--- config.mk ---
export PLATFORM = sky130hd
export DESIGN_NAME = pit_timer
export DESIGN_NICKNAME = d
export VERILOG_FILES = /design/src/rtl/pit_pkg.sv /design/src/rtl/pit_prescaler.sv /design/src/rtl/pit_counter.sv /design/src/rtl/pit_regs.sv /design/src/rtl/pit_timer.sv
export SDC_FILE = /design/constraint.sdc
export NUM_CORES = 1
export LEC_CHECK = 0
export BUFFER_PORTS_ARGS = -buffer_cell sky130_fd_sc_hd__clkbuf_2
export CORE_UTILIZATION = 50
export DETAILED_ROUTE_END_ITERATION = 10
export PLACE_DENSITY = 0.71
export SETUP_SLACK_MARGIN = 0.05
export SLEW_MARGIN = 40
export SYNTH_ARGS = -nofsm -noshare
export SYNTH_HDL_FRONTEND = slang
export SYNTH_SLANG_ARGS = --single-unit
export TNS_END_PERCENT = 1
--- constraint.sdc ---
create_clock -name clk -period 2.85 [get_ports clk]
set_clock_uncertainty 0.2 [all_clocks]
set_input_delay 0.57 -clock clk [delete_from_list [all_inputs] [get_ports clk]]
set_output_delay 0.57 -clock clk [all_outputs]
set_load 0.05 [all_outputs]
--- src/rtl/pit_pkg.sv ---
`timescale 1ns/1ps
package pit_pkg;

  // Register byte offsets on the 16-bit port
  localparam int unsigned OFF_CTRL = 0;
  localparam int unsigned OFF_MOD  = 2;
  localparam int unsigned OFF_CNT  = 4;

  // Control word bit positions (software visible)
  localparam int unsigned B_EN      = 0;
  localparam int unsigned B_RLD     = 1;
  localparam int unsigned B_FLAG    = 2;
  localparam int unsigned B_IE      = 3;
  localparam int unsigned B_OVW     = 4;
  localparam int unsigned B_PRE_LSB = 8;
  localparam int unsigned PRE_BITS  = 4;

  typedef enum logic [1:0] {
    SEL_CTRL = 2'd0,
    SEL_MOD  = 2'd1,
    SEL_CNT  = 2'd2,
    SEL_NONE = 2'd3
  } reg_sel_e;

  // Stored control settings; the flag is held apart from these.
  typedef struct packed {
    logic [PRE_BITS-1:0] pre;
    logic                ovw;
    logic                ie;
    logic                rld;
    logic                en;
  } ctrl_t;

  localparam int unsigned CTRL_W = $bits(ctrl_t);
  // Position of the interrupt-enable member inside ctrl_t
  localparam logic [CTRL_W-1:0] IE_ONLY = CTRL_W'(4);

endpackage

--- src/rtl/pit_prescaler.sv ---
`timescale 1ns/1ps
module pit_prescaler #(
  parameter int unsigned PRE_W = 4
) (
  input  logic             clk,
  input  logic             rst_n,
  input  logic             run,
  input  logic             clear,
  input  logic [PRE_W-1:0] pre,
  output logic             tick_o
);
  localparam int unsigned DIV_W = 2 ** PRE_W;
  localparam logic [PRE_W-1:0] MAX_PRE  = '1;
  localparam logic [DIV_W-1:0] DIV_ONES = '1;

  logic [DIV_W-1:0] div_q, div_d, term;
  logic [PRE_W-1:0] shamt;
  logic             div_ce;

  // Period is 2^(pre+1) clocks: half-rate base, then 2^pre
  always_comb begin
    shamt  = MAX_PRE - pre;
    term   = DIV_ONES >> shamt;
    tick_o = run && !clear && (div_q == term);
    div_ce = run || clear;
    if (clear)       div_d = '0;
    else if (tick_o) div_d = '0;
    else             div_d = div_q + DIV_W'(1);
  end

  always_ff @(posedge clk or negedge rst_n) begin
    if (!rst_n)      div_q <= '0;
    else if (div_ce) div_q <= div_d;
  end

endmodule

--- src/rtl/pit_counter.sv ---
`timescale 1ns/1ps
module pit_counter #(
  parameter int unsigned CNT_W = 16
) (
  input  logic             clk,
  input  logic             rst_n,
  input  logic             tick,
  input  logic             restart,
  input  logic [CNT_W-1:0] restart_val,
  input  logic             load,
  input  logic [CNT_W-1:0] load_val,
  input  logic [CNT_W-1:0] reload_val,
  output logic [CNT_W-1:0] count_o,
  output logic             expire_o
);
  logic [CNT_W-1:0] cnt_q, cnt_d;
  logic             cnt_ce;

  // Priority: restart, then overwrite load, then the tick
  always_comb begin
    expire_o = tick && !restart && !load && (cnt_q == '0);
    cnt_ce   = restart || load || tick;
    if (restart)       cnt_d = restart_val;
    else if (load)     cnt_d = load_val;
    else if (expire_o) cnt_d = reload_val;
    else               cnt_d = cnt_q - CNT_W'(1);
  end

  always_ff @(posedge clk or negedge rst_n) begin
    if (!rst_n)      cnt_q <= '0;
    else if (cnt_ce) cnt_q <= cnt_d;
  end

  assign count_o = cnt_q;

endmodule

--- src/rtl/pit_regs.sv ---
`timescale 1ns/1ps
module pit_regs
  import pit_pkg::*;
#(
  parameter int unsigned DATA_W = 16
) (
  input  logic              clk,
  input  logic              rst_n,
  input  logic              wr_en,
  input  reg_sel_e          sel,
  input  logic [DATA_W-1:0] wdata,
  input  logic              expire,
  output ctrl_t             ctrl_o,
  output logic [DATA_W-1:0] mod_o,
  output logic              flag_o,
  output logic              restart_o,
  output logic [DATA_W-1:0] restart_val_o,
  output logic              load_o,
  output logic [DATA_W-1:0] load_val_o,
  output logic [DATA_W-1:0] reload_val_o
);
  ctrl_t             ctrl_q, ctrl_d, ctrl_new;
  logic [DATA_W-1:0] mod_q, mod_d;
  logic              flag_q, flag_d;
  logic              ctrl_wr, mod_wr, flag_clr;
  logic [CTRL_W-1:0] diff;
  logic              unused_wbits;

  assign unused_wbits = ^{wdata[DATA_W-1:B_PRE_LSB+PRE_BITS], wdata[B_PRE_LSB-1:B_OVW+1]};

  always_comb begin
    ctrl_wr  = wr_en && (sel == SEL_CTRL);
    mod_wr   = wr_en && (sel == SEL_MOD);

    ctrl_new.en  = wdata[B_EN];
    ctrl_new.rld = wdata[B_RLD];
    ctrl_new.ie  = wdata[B_IE];
    ctrl_new.ovw = wdata[B_OVW];
    ctrl_new.pre = wdata[B_PRE_LSB +: PRE_BITS];

    // Only an interrupt-enable difference leaves the timer running
    diff      = ctrl_new ^ ctrl_q;
    restart_o = ctrl_wr && ((diff & ~IE_ONLY) != '0);

    ctrl_d = ctrl_wr ? ctrl_new : ctrl_q;
    mod_d  = mod_wr ? wdata : mod_q;

    // Set dominates any clear that shares its cycle
    flag_clr = (ctrl_wr && wdata[B_FLAG]) || mod_wr;
    if (expire)        flag_d = 1'b1;
    else if (flag_clr) flag_d = 1'b0;
    else               flag_d = flag_q;

    restart_val_o = ctrl_new.rld ? mod_q : '1;
    reload_val_o  = ctrl_q.rld ? mod_q : '1;
    load_o        = mod_wr && ctrl_q.ovw;
    load_val_o    = wdata;
  end

  always_ff @(posedge clk or negedge rst_n) begin
    if (!rst_n)       ctrl_q <= '0;
    else if (ctrl_wr) ctrl_q <= ctrl_d;
  end

  always_ff @(posedge clk or negedge rst_n) begin
    if (!rst_n)      mod_q <= '0;
    else if (mod_wr) mod_q <= mod_d;
  end

  always_ff @(posedge clk or negedge rst_n) begin
    if (!rst_n) flag_q <= 1'b0;
    else        flag_q <= flag_d;
  end

  assign ctrl_o = ctrl_q;
  assign mod_o  = mod_q;
  assign flag_o = flag_q;

endmodule

--- src/rtl/pit_timer.sv ---
`timescale 1ns/1ps
module pit_timer
  import pit_pkg::*;
#(
  parameter int unsigned DATA_W = 16,
  parameter int unsigned ADDR_W = 3
) (
  input  logic              clk,
  input  logic              rst_n,
  input  logic              bus_wr,
  input  logic [ADDR_W-1:0] bus_addr,
  input  logic [DATA_W-1:0] bus_wdata,
  output logic [DATA_W-1:0] bus_rdata,
  output logic              irq_o
);
  logic              rst_meta, rst_q;
  reg_sel_e          sel;
  ctrl_t             ctrl_w;
  logic [DATA_W-1:0] mod_w, count_w, restart_val_w, load_val_w, reload_w;
  logic              flag_w, restart_w, load_w, tick_w, expire_w;

  // Asynchronous assertion, synchronous release
  always_ff @(posedge clk or negedge rst_n) begin
    if (!rst_n) begin
      rst_meta <= 1'b0;
      rst_q    <= 1'b0;
    end else begin
      rst_meta <= 1'b1;
      rst_q    <= rst_meta;
    end
  end

  always_comb begin
    if (bus_addr == ADDR_W'(OFF_CTRL))     sel = SEL_CTRL;
    else if (bus_addr == ADDR_W'(OFF_MOD)) sel = SEL_MOD;
    else if (bus_addr == ADDR_W'(OFF_CNT)) sel = SEL_CNT;
    else                                   sel = SEL_NONE;
  end

  pit_regs #(.DATA_W(DATA_W)) u_regs (
    .clk           (clk),
    .rst_n         (rst_q),
    .wr_en         (bus_wr),
    .sel           (sel),
    .wdata         (bus_wdata),
    .expire        (expire_w),
    .ctrl_o        (ctrl_w),
    .mod_o         (mod_w),
    .flag_o        (flag_w),
    .restart_o     (restart_w),
    .restart_val_o (restart_val_w),
    .load_o        (load_w),
    .load_val_o    (load_val_w),
    .reload_val_o  (reload_w)
  );

  pit_prescaler #(.PRE_W(PRE_BITS)) u_pre (
    .clk    (clk),
    .rst_n  (rst_q),
    .run    (ctrl_w.en),
    .clear  (restart_w),
    .pre    (ctrl_w.pre),
    .tick_o (tick_w)
  );

  pit_counter #(.CNT_W(DATA_W)) u_cnt (
    .clk         (clk),
    .rst_n       (rst_q),
    .tick        (tick_w),
    .restart     (restart_w),
    .restart_val (restart_val_w),
    .load        (load_w),
    .load_val    (load_val_w),
    .reload_val  (reload_w),
    .count_o     (count_w),
    .expire_o    (expire_w)
  );

  always_comb begin
    bus_rdata = '0;
    case (sel)
      SEL_CTRL: begin
        bus_rdata[B_EN]                   = ctrl_w.en;
        bus_rdata[B_RLD]                  = ctrl_w.rld;
        bus_rdata[B_FLAG]                 = flag_w;
        bus_rdata[B_IE]                   = ctrl_w.ie;
        bus_rdata[B_OVW]                  = ctrl_w.ovw;
        bus_rdata[B_PRE_LSB +: PRE_BITS]  = ctrl_w.pre;
      end
      SEL_MOD: bus_rdata = mod_w;
      SEL_CNT: bus_rdata = count_w;
      default: bus_rdata = '0;
    endcase
  end

  assign irq_o = flag_w && ctrl_w.ie;

endmodule

==> results of run 1 <==
## cells in the final DEF, fill, tap and decap left out, types with 5 or more instances in the layout
| cell type | n |
|---|---|
| a222oi_1 | 9 |
| o21ai_0 | 16 |
| xnor2_1 | 14 |
| nand3_1 | 12 |
| and3_1 | 7 |
| o22ai_1 | 7 |
| buf_12 | 12 |
| inv_1 | 13 |
| nor2b_1 | 7 |
| mux2_2 | 24 |
| nand2_1 | 35 |
| clkbuf_2 | 26 |
| xor2_1 | 7 |
| o211ai_2 | 5 |
| clkbuf_8 | 9 |
| nor3_1 | 13 |
| a21oi_1 | 16 |
| o32ai_1 | 11 |
| dfrtp_1 | 58 |
| a31oi_1 | 22 |
| a22oi_1 | 8 |
| buf_4 | 45 |
| nand2b_1 | 10 |
| a211oi_1 | 6 |
| nor2_1 | 22 |
| nor2_4 | 10 |
| ha_1 | 5 |
## state kept, by name, indices dropped and copies added, names as in the netlist
| signal | flops |
|---|---|
| u_regs.flag_o | 1 |
| u_regs.ctrl_o | 8 |
| u_pre.div_q | 16 |
| u_cnt.count_o | 16 |
| rst_meta | 1 |
| rst_q | 1 |
| u_regs.mod_o | 16 |
## cell families after synthesis
logic type,Yosys count,share of synthesized area
compound gates,125,0.231
xor+xnor,21,0.0469
fa+ha+maj,6,0.0191
buf+inv,45,0.0526
flops,59,0.377
mux,28,0.0791
other cells,1,0.000956
simple gates,147,0.194
## stage by stage
stage	hold slack [ns]	utilization	setup TNS [ns]	std cells
after floorplan	0.0744	-	-0.956	432
after global placement	0.102	0.636	-0.00557	586
after detailed placement	0.117	0.636	-0.106	586
after CTS	0.119	0.675	0	603
after global routing	0.155	0.680	-0.471	603
final	0.0942	0.680	0	603
## routing by layer
layer	global-route usage	part of all wire	vias up
met5	0	0	-
li1	-	-	1763
met3	0.0429	0.076	29
met4	0.129	0.024	0
met1	0.393	0.44	1818
met2	0.422	0.46	180
## final timing paths
path / end / cells after the start
setup / recovery: u_cnt.count_o[2] / 8
max in group asynchronous: u_cnt.count_o[5] / 1
min in group clk: rst_q / 0
hold / removal: u_regs.ctrl_o[0] / 0
setup reg to reg: u_cnt.count_o[2] / 8
hold reg to reg: u_regs.ctrl_o[0] / 0
## final cells by class
| type | instances | area [µm²] |
|---|---|---|
| repair buffers | 88 | 756 |
| multi-input cells | 328 | 2370 |
| clock buffers | 11 | 131 |
| fillers | 583 | 2370 |
| flip-flops and latches | 59 | 1480 |
| well taps | 99 | 124 |
| inverters | 13 | 48.8 |
| clock inverters | 5 | 125 |
## power by group
part	total (mW)	switching, mW	leakage (nW)	internal (mW)
Clock	1.02	0.351	0.128	0.669
Sequential	1.34	0.285	0.713	1.06
Combinational	1.46	0.758	1.23	0.697
Total	3.82	1.39	2.07	2.42
## worst max-delay path, cell delays in order (launching register included)
cell	delay (ns)
dfrtp_1	0.38
or4_4	0.55
or3_1	0.34
or4b_4	0.52
nor3_4	0.13
nand4_2	0.13
buf_6	0.17
o211ai_1	0.17
a31oi_1	0.10
## timing repair
| action | CTS | global route |
|---|---|---|
| endpoints found under the hold margin | 2 | 0 |
| resized for setup | 6 | 10 |
| hold buffers | 1 | 0 |
| pin swaps | 2 | 4 |
| setup endpoints to repair | 18 | 24 |
==> qor.txt, run 1 <==
outcome -> complete, no violations
top cells by area, synth -> dfrtp_1, mux2_2, a31oi_1
Mapped Cells -> 432
vias in the first global route -> 3611
clock-pin slew on the worst setup and hold paths -> 0.07 ns
CTS tree -> built
count of final hold-check violations -> 0
Yosys cell types -> 60
final instance area -> 0.00504 mm²
initial antenna violation count -> 0
DRC -> 0
pre-CTS setup slack -> -0.0370 ns
Ys Warns -> 0
Syn Area/Cell -> 9.08 µm²
Placed Area -> 0.00471 mm²
Slew Limit Fails -> 0
via count -> 3790
Min Clock Period, post-route -> 2.82 ns
Routed WL -> 11.1 mm
Crit Path Max Fanout -> 6
Min-Delay Path Class -> flip-flop to asynchronous set/reset pin
CP Launch Point -> u_cnt.count_o[9]
max_cap viols -> 0
Final HPWL DP -> 7.81 mm
Setup WS post-layout -> 0.0274 ns
# diodes -> 0
IO Pins -> 39
r2r startpoint -> u_cnt.count_o[9]
fin nets -> 527
Bufs on Longest Clock Path -> 2
top-count cell post-synth -> dfrtp_1
relative slew slack -> 0.551
RSZ-0062 raised after global routing -> true
Worst EP required -> 2.86 ns
Wirelength per Cell -> 18.3 µm
Primary FF master, synth -> dfrtp_1
Peak supply drop -> 0.466 mV
register bit total from synthesis -> 59
worst skew pair latency -> 0.35 ns
final setup violation count -> 0
sequential area share after synthesis -> 0.377
gr ovfl total -> 0
drt pass-1 iters -> 6
crit end category -> flip-flop
Worst setup SP type -> flip-flop
Die ar. -> 0.00820 mm²
synth cell count leaders -> dfrtp_1, nand2_1, nor2_1
PortBufs -> 38
pwr dens -> 758 mW/mm²
maximum clock frequency -> 354 MHz
Synth async-reset ratio -> 1.00
DR iter-0 viols -> 344
GRT Overall Usage -> 0.279
Post-CTS Setup Bufs -> 0
post-synth top area cell -> dfrtp_1
EDFF count, synth -> 0
Mapped Area -> 0.00392 mm²
drt via density -> 6.29
core box area -> 0.00741 mm²
Crit path arrival time -> 2.84 ns
global-route wire length before repair -> 18.1 mm
Starting Density -> 0.529
Leakage -> 2.07 nW
class of the most critical setup path -> flip-flop to flip-flop
cts bufs inserted -> 9
row count -> 31
ratio of cells with drive above 1 in the final layout -> 0.319
Die X -> 90.6 µm
PnR Total Power -> 3.82 mW
largest net degree at the start of global routing -> 33
Tcrit/Tclk final -> 0.990
GP Congestion -> 0.884
Area growth, synth to finish -> 28.4%
post-route ant nets -> 0
CTS Sinks -> 59
Yosys top cell area share -> 0.377
R2R Setup Slk -> 0.03 ns
Synthesized Nets -> 460
Die Y -> 90.6 µm
worst slew pin tran -> 0.667 ns
Root Buffer -> clkbuf_8
htree depth -> 3
Power figures use the tool's default switching activity.
==> run 2: changes to the inputs <==
- PLACE_DENSITY: 0.71 -> 0.74
- clock period: 2.85 -> 2.42 ns (I/O delays scaled with it)
==> run 2 against run 1 <==
  * The run now ends with setup timing left
  * Core utilization rose by 5.3 points
  * Wire length rose by 8.0%
  * Hold slack improved by 0.040 ns
  * Clock power fell by 9.5%
  * Final area rose by 7.8%
  * Maximum frequency fell by 2.1%
  * Sequential cell count did not move
  * First-iteration DRC count rose by 6.7%
  * Critical path depth did not move
  * Final cell count rose by 7.3%
  * Die area did not move
  * Count of clock-buffer cells in the layout did not move
  * Critical endpoint unchanged
  * Highest routed layer unchanged
==> qor.txt, run 2 (synthesis gave the netlist of run 1 again) <==
Peak supply drop -> 0.441 mV (-5.3%)
drt pass-1 iters -> 5 (-1)
Root Buffer -> clkbuf_8
Seq pwr share -> 0.349 (-0.002)
fin util -> 0.733 (+0.0530)
initial antenna violation count -> 0 (unchanged)
Area growth, synth to finish -> 38.4%
Min Clock Period, post-route -> 2.88 ns (+0.0604 ns)
Crit Path Max Fanout -> 7 (+1)
setup TNS -> -7.88 ns (-7.88 ns)
largest net degree at the start of global routing -> 58 (+76%)
r2r startpoint -> u_cnt.count_o[9]
Routed WL -> 11.9 mm (+8.0%)
Worst setup SP type -> flip-flop
max_cap viols -> 0 (unchanged)
Wirelength per Cell -> 18.5 µm (+0.68%)
PnR Total Power -> 4.44 mW (+16%)
sw power -> 1.74 mW (+25%)
outcome -> finished with violations
worst reg2reg path depth -> 8 (unchanged)
via count -> 4062 (+7.2%)
count of final hold-check violations -> 0 (unchanged)
DRC -> 0 (unchanged)
switching portion of total power -> 0.393 (+0.0273)
RR Endpoint -> u_cnt.count_o[2]
failing checks -> setup timing
CTS tree -> built
fin nets -> 571 (+8.3%)
GRT Overall Usage -> 0.299 (+0.0202)
worst slew pin tran -> 0.547 ns (-0.120 ns)
relative slew slack -> 0.635 (+0.0843)
clock-pin slew on the worst setup and hold paths -> 0.07 ns (about the same)
GP Congestion -> 0.855 (-3.2%)
cts bufs inserted -> 9 (unchanged)
Clock Power Share -> 0.208 (-0.059)
crit path to -> u_cnt.count_o[2]
class of the most critical setup path -> flip-flop to flip-flop
Die ar. -> 0.00820 mm² (unchanged)
core box area -> 0.00741 mm² (unchanged)
CTS Sinks -> 59 (unchanged)
Starting Density -> 0.529 (unchanged)
Pint -> 2.69 mW (+11%)
CP Launch Point -> u_cnt.count_o[9]
Min-Delay Path Class -> flip-flop to asynchronous set/reset pin
IO Pins -> 39 (unchanged)
Worst EP required -> 2.44 ns (-0.42 ns)
worst skew pair latency -> 0.35 ns (about the same)
gr ovfl total -> 0 (unchanged)
Crit path arrival time -> 2.90 ns (+0.06 ns)
ratio of cells with drive above 1 in the final layout -> 0.409 (+0.0893)
R2R Setup Slk -> -0.46 ns (-0.49 ns)
most common cell after layout, fill and taps aside -> buf_4
post-route ant nets -> 0 (unchanged)
Final HPWL DP -> 8.32 mm (+6.4%)
Bufs on Longest Clock Path -> 2 (unchanged)
final setup violation count -> 46 (+46)
pwr dens -> 817 mW/mm² (+7.8%)
RSZ-0062 raised after global routing -> true
Tcrit/Tclk final -> 1.19 (+0.201)
Die X -> 90.6 µm (unchanged)
Setup WS post-layout -> -0.463 ns (-0.490 ns)
DR iter-0 viols -> 367 (+6.7%)
maximum clock frequency -> 347 MHz (-2.1%)
PortBufs -> 38 (unchanged)
combinational share of power -> 0.443 (+0.062)
crit end category -> flip-flop
Die Y -> 90.6 µm (unchanged)
row count -> 31 (unchanged)
global-route wire length before repair -> 19.5 mm (+8.1%)
commonest cells after routing, fill and taps aside -> buf_4, dfrtp_1, nand2_1
vias in the first global route -> 3902 (+8.1%)
htree depth -> 3 (unchanged)
Slew Limit Fails -> 0 (unchanged)
drt via density -> 6.28 (-0.11%)
worst hold margin -> 0.135 ns (+0.0403 ns)
Leakage -> 2.28 nW (+10%)
# diodes -> 0 (unchanged)
[run 2: cell count changes in the layout (fill, tap and decap cells not counted), moves of 3 or more]
| cell | delta |
|---|---|
| buf_4 | +39 |
| a22oi_1 | -7 |
| a22oi_2 | +7 |
| clkbuf_8 | +6 |
| buf_6 | +4 |
| clkbuf_2 | -4 |
| bufinv_16 | -3 |
[run 2: area by class of cell]
type,count,area [µm²]
Clock buffer,11,141
Clock inverter,5,52.6
Fill cell,522,1980
Inverter,13,48.8
Multi-Input combinational cell,328,2450
Sequential cell,59,1480
Tap cell,99,124
Timing Repair Buffer,132,1140
[run 2: worst min-delay path by stage]
stage | slack [ns] | startpoint | to | cells after the start
detailed placement | 0.07 | rst_n | rst_meta | 1
finish | 0.13 | rst_q | u_pre.div_q[10] | 1
CTS | 0.16 | rst_meta | rst_q | 0
global route | 0.16 | rst_meta | rst_q | 0
floorplan | -0.01 | rst_n | rst_meta | 0
global placement | 0.07 | rst_n | rst_meta | 1
[run 2: metrics by stage]
step | cell area (µm²) | setup WS, ns | cells
5_1_grt | 5430 | -0.526 | 647
4_1_cts | 5400 | -0.427 | 647
3_3_place_gp | 5020 | -0.327 | 629
2_1_floorplan | 4010 | -0.352 | 432
6_report | 5430 | -0.463 | 647
3_5_place_dp | 5020 | -0.444 | 629
[run 2: worst max-delay path, stage by stage (launching register included)]
cell and delay [ns]:
dfrtp_1 0.38, or4_4 0.54, or3_4 0.35, or4b_4 0.51, nor3_4 0.13, nand4_2 0.14, buf_6 0.17, o211ai_1 0.21
a31oi_1 0.13
[run 2: per-layer routing]
| metal | share of wire | GRT usage | vias to the layer above | routed length (µm) |
|---|---|---|---|---|
| met5 | 0 | 0 | - | 0 |
| met4 | 0.026 | 0.124 | 0 | 314 |
| met3 | 0.074 | 0.0530 | 36 | 879 |
| met2 | 0.47 | 0.478 | 204 | 5560 |
| met1 | 0.43 | 0.400 | 1968 | 5200 |
| li1 | - | - | 1854 | - |
[run 2: what timing repair did]
action                                 CTS  global route
endpoints found under the hold margin    2             0
setup endpoints to repair               49            49
pin swaps                               16             4
gates resized for setup                 42             9
buffers inserted                         1             0
hold buffers                             1             0
[run 2: power by group through the flow]
stage                     sequential, mW  clock [mW]  combinational [mW]
after detailed placement            1.54           0                1.84
final                               1.55       0.923                1.97
after CTS                           1.53       0.924                1.92
after global routing                1.58       0.967                2.11
after global placement              1.52           0                1.77
after floorplan                     1.51           0                1.15
==> run 3: changes to the inputs <==
- SKIP_LAST_GASP: not set -> 1
==> run 3 against run 2 <==
  * The run still ends with setup timing left
  * Wire length down 2.9%
  * Count of clock-buffer cells in the layout unchanged
  * Final cell count unchanged
  * Critical path type unchanged
==> qor.txt, run 3 (synthesis gave the netlist of run 1 again) <==
CTS Sinks -> 59 (unchanged)
DR iter-0 viols -> 365 (-0.54%)
htree depth -> 3 (unchanged)
class of the most critical setup path -> flip-flop to flip-flop
Worst EP required -> 2.43 ns (about the same)
initial antenna violation count -> 0 (unchanged)
ratio of cells with drive above 1 in the final layout -> 0.370 (-0.0383)
R2R Setup Slk -> -0.43 ns (+0.03 ns)
maximum clock frequency -> 351 MHz (+1.1%)
DRC -> 0 (unchanged)
count of final hold-check violations -> 0 (unchanged)
worst slew pin tran -> 0.548 ns (+0.000718 ns)
outcome -> finished with violations
final setup violation count -> 49 (+6.5%)
Routed WL -> 11.6 mm (-2.9%)
CP max-delay cell -> or4_4
Crit path arrival time -> 2.87 ns (-0.03 ns)
core box area -> 0.00741 mm² (unchanged)
GP Congestion -> 0.855 (unchanged)
largest net degree at the start of global routing -> 58 (unchanged)
worst reg2reg path depth -> 8 (unchanged)
cells along the critical path -> or4_4, or3_1, or4b_4, nor3_4, nand4_2, buf_6, o211ai_1, a31oi_1
Placed Area -> 0.00502 mm² (unchanged)
Final HPWL DP -> 8.32 mm (unchanged)
Slew Limit Fails -> 0 (unchanged)
worst stage delay on the critical path -> 0.53 ns (about the same)
RR Endpoint -> u_cnt.count_o[2]
global-route wire length before repair -> 19.0 mm (-2.7%)
Wirelength per Cell -> 17.9 µm (-2.9%)
clock-pin slew on the worst setup and hold paths -> 0.07 ns (about the same)
Min-Delay Path Class -> flip-flop to asynchronous set/reset pin
crit path to -> u_cnt.count_o[2]
Setup WS post-layout -> -0.432 ns (+0.0310 ns)
r2r startpoint -> u_cnt.count_o[9]
fin nets -> 571 (unchanged)
CP Launch Point -> u_cnt.count_o[9]
Die X -> 90.6 µm (unchanged)
RSZ-0062 raised after global routing -> true
failing checks -> setup timing
vias in the first global route -> 3845 (-1.5%)
crit end category -> flip-flop
GRT Overall Usage -> 0.291 (-0.00881)
most common cell after layout, fill and taps aside -> buf_4
Area growth, synth to finish -> 34.0%
cts bufs inserted -> 9 (unchanged)
CTS tree -> built
Root Buffer -> clkbuf_8
Die ar. -> 0.00820 mm² (unchanged)
PortBufs -> 38 (unchanged)
drt pass-1 iters -> 5 (unchanged)
CP delay by family, top -> simple AND/OR/NAND/NOR gates
Tcrit/Tclk final -> 1.18 (-0.0128)
Peak supply drop -> 0.403 mV (-8.6%)
worst skew pair latency -> 0.35 ns (about the same)
Worst setup SP type -> flip-flop
Crit Path Max Fanout -> 7 (unchanged)
fin util -> 0.709 (-0.0235)
final instance area -> 0.00526 mm² (-3.2%)
Min Clock Period, post-route -> 2.85 ns (-0.0310 ns)
post-route ant nets -> 0 (unchanged)
setup TNS -> -10.66 ns (-2.78 ns)
Crit path depth -> 8 (unchanged)
Die Y -> 90.6 µm (unchanged)
Starting Density -> 0.529 (unchanged)
# diodes -> 0 (unchanged)
WP buf/inv -> 1 (unchanged)
row count -> 31 (unchanged)
commonest cells after routing, fill and taps aside -> buf_4, dfrtp_1, nand2_1
gr ovfl total -> 0 (unchanged)
drt via density -> 6.27 (about the same)
max_cap viols -> 0 (unchanged)
via count -> 4058 (-0.098%)
Leakage -> 2.25 nW (-1.4%)
Bufs on Longest Clock Path -> 2 (unchanged)
IO Pins -> 39 (unchanged)
pwr dens -> 825 mW/mm² (+0.97%)
relative slew slack -> 0.635 (about the same)
[run 3: cell types whose count changed in the layout (fill, tap and decap cells not counted), moves of 4 or more]
cell and change:
clkbuf_2 +9, buf_6 -4, clkbuf_8 -5, a22oi_1 +7, a22oi_2 -7
[run 3: per-stage QoR]
stage                     instances  setup slack (ns)  hold WS (ns)  power, mW
after floorplan                 432            -0.352       -0.0116       2.66
after global placement          629            -0.327        0.0701       3.28
after detailed placement        629            -0.444        0.0708       3.38
after CTS                       647            -0.427         0.158       4.30
after global routing            647            -0.505         0.161       4.56
final                           647            -0.432         0.130       4.34
[run 3: timing repair]
| action | 4_1_cts | 5_1_grt |
|---|---|---|
| setup endpoints to repair | 49 | 49 |
| hold buffers | 1 | 0 |
| pin swaps | 3 | 1 |
| gates cloned | 0 | 0 |
| resized for setup | 2 | 2 |
| buffers inserted | 1 | 0 |
| hold endpoints to repair | 2 | 0 |
[run 3: cell type report]
| type | instances | area, µm² |
|---|---|---|
| Tap cell | 99 | 124 |
| Clock buffer | 11 | 141 |
| Fill cell | 542 | 2150 |
| Multi-Input combinational cell | 328 | 2350 |
| Clock inverter | 5 | 52.6 |
| Timing Repair Buffer | 132 | 1060 |
| Inverter | 13 | 48.8 |
| Sequential cell | 59 | 1480 |
[run 3: worst min-delay path by stage]
stage / startpoint / endpoint / slack [ns] / cells past startpoint
floorplan: rst_n / rst_meta / -0.01 / 0
global placement: rst_n / rst_meta / 0.07 / 1
detailed placement: rst_n / rst_meta / 0.07 / 1
CTS: rst_meta / rst_q / 0.16 / 0
global route: rst_meta / rst_q / 0.16 / 0
finish: rst_q / u_pre.div_q[10] / 0.13 / 1
[run 3: power breakdown]
| part | switching, mW | internal (mW) | total (mW) |
|---|---|---|---|
| Sequential | 0.281 | 1.24 | 1.53 |
| Combinational | 0.983 | 0.909 | 1.89 |
| Clock | 0.419 | 0.499 | 0.918 |
[run 3: routing by layer]
metal | track usage | up-vias | wire, µm
met5 | 0 | - | 0
met4 | 0.124 | 0 | 293
met3 | 0.0564 | 31 | 914
met2 | 0.456 | 210 | 5350
met1 | 0.391 | 1971 | 5040
li1 | - | 1846 | -
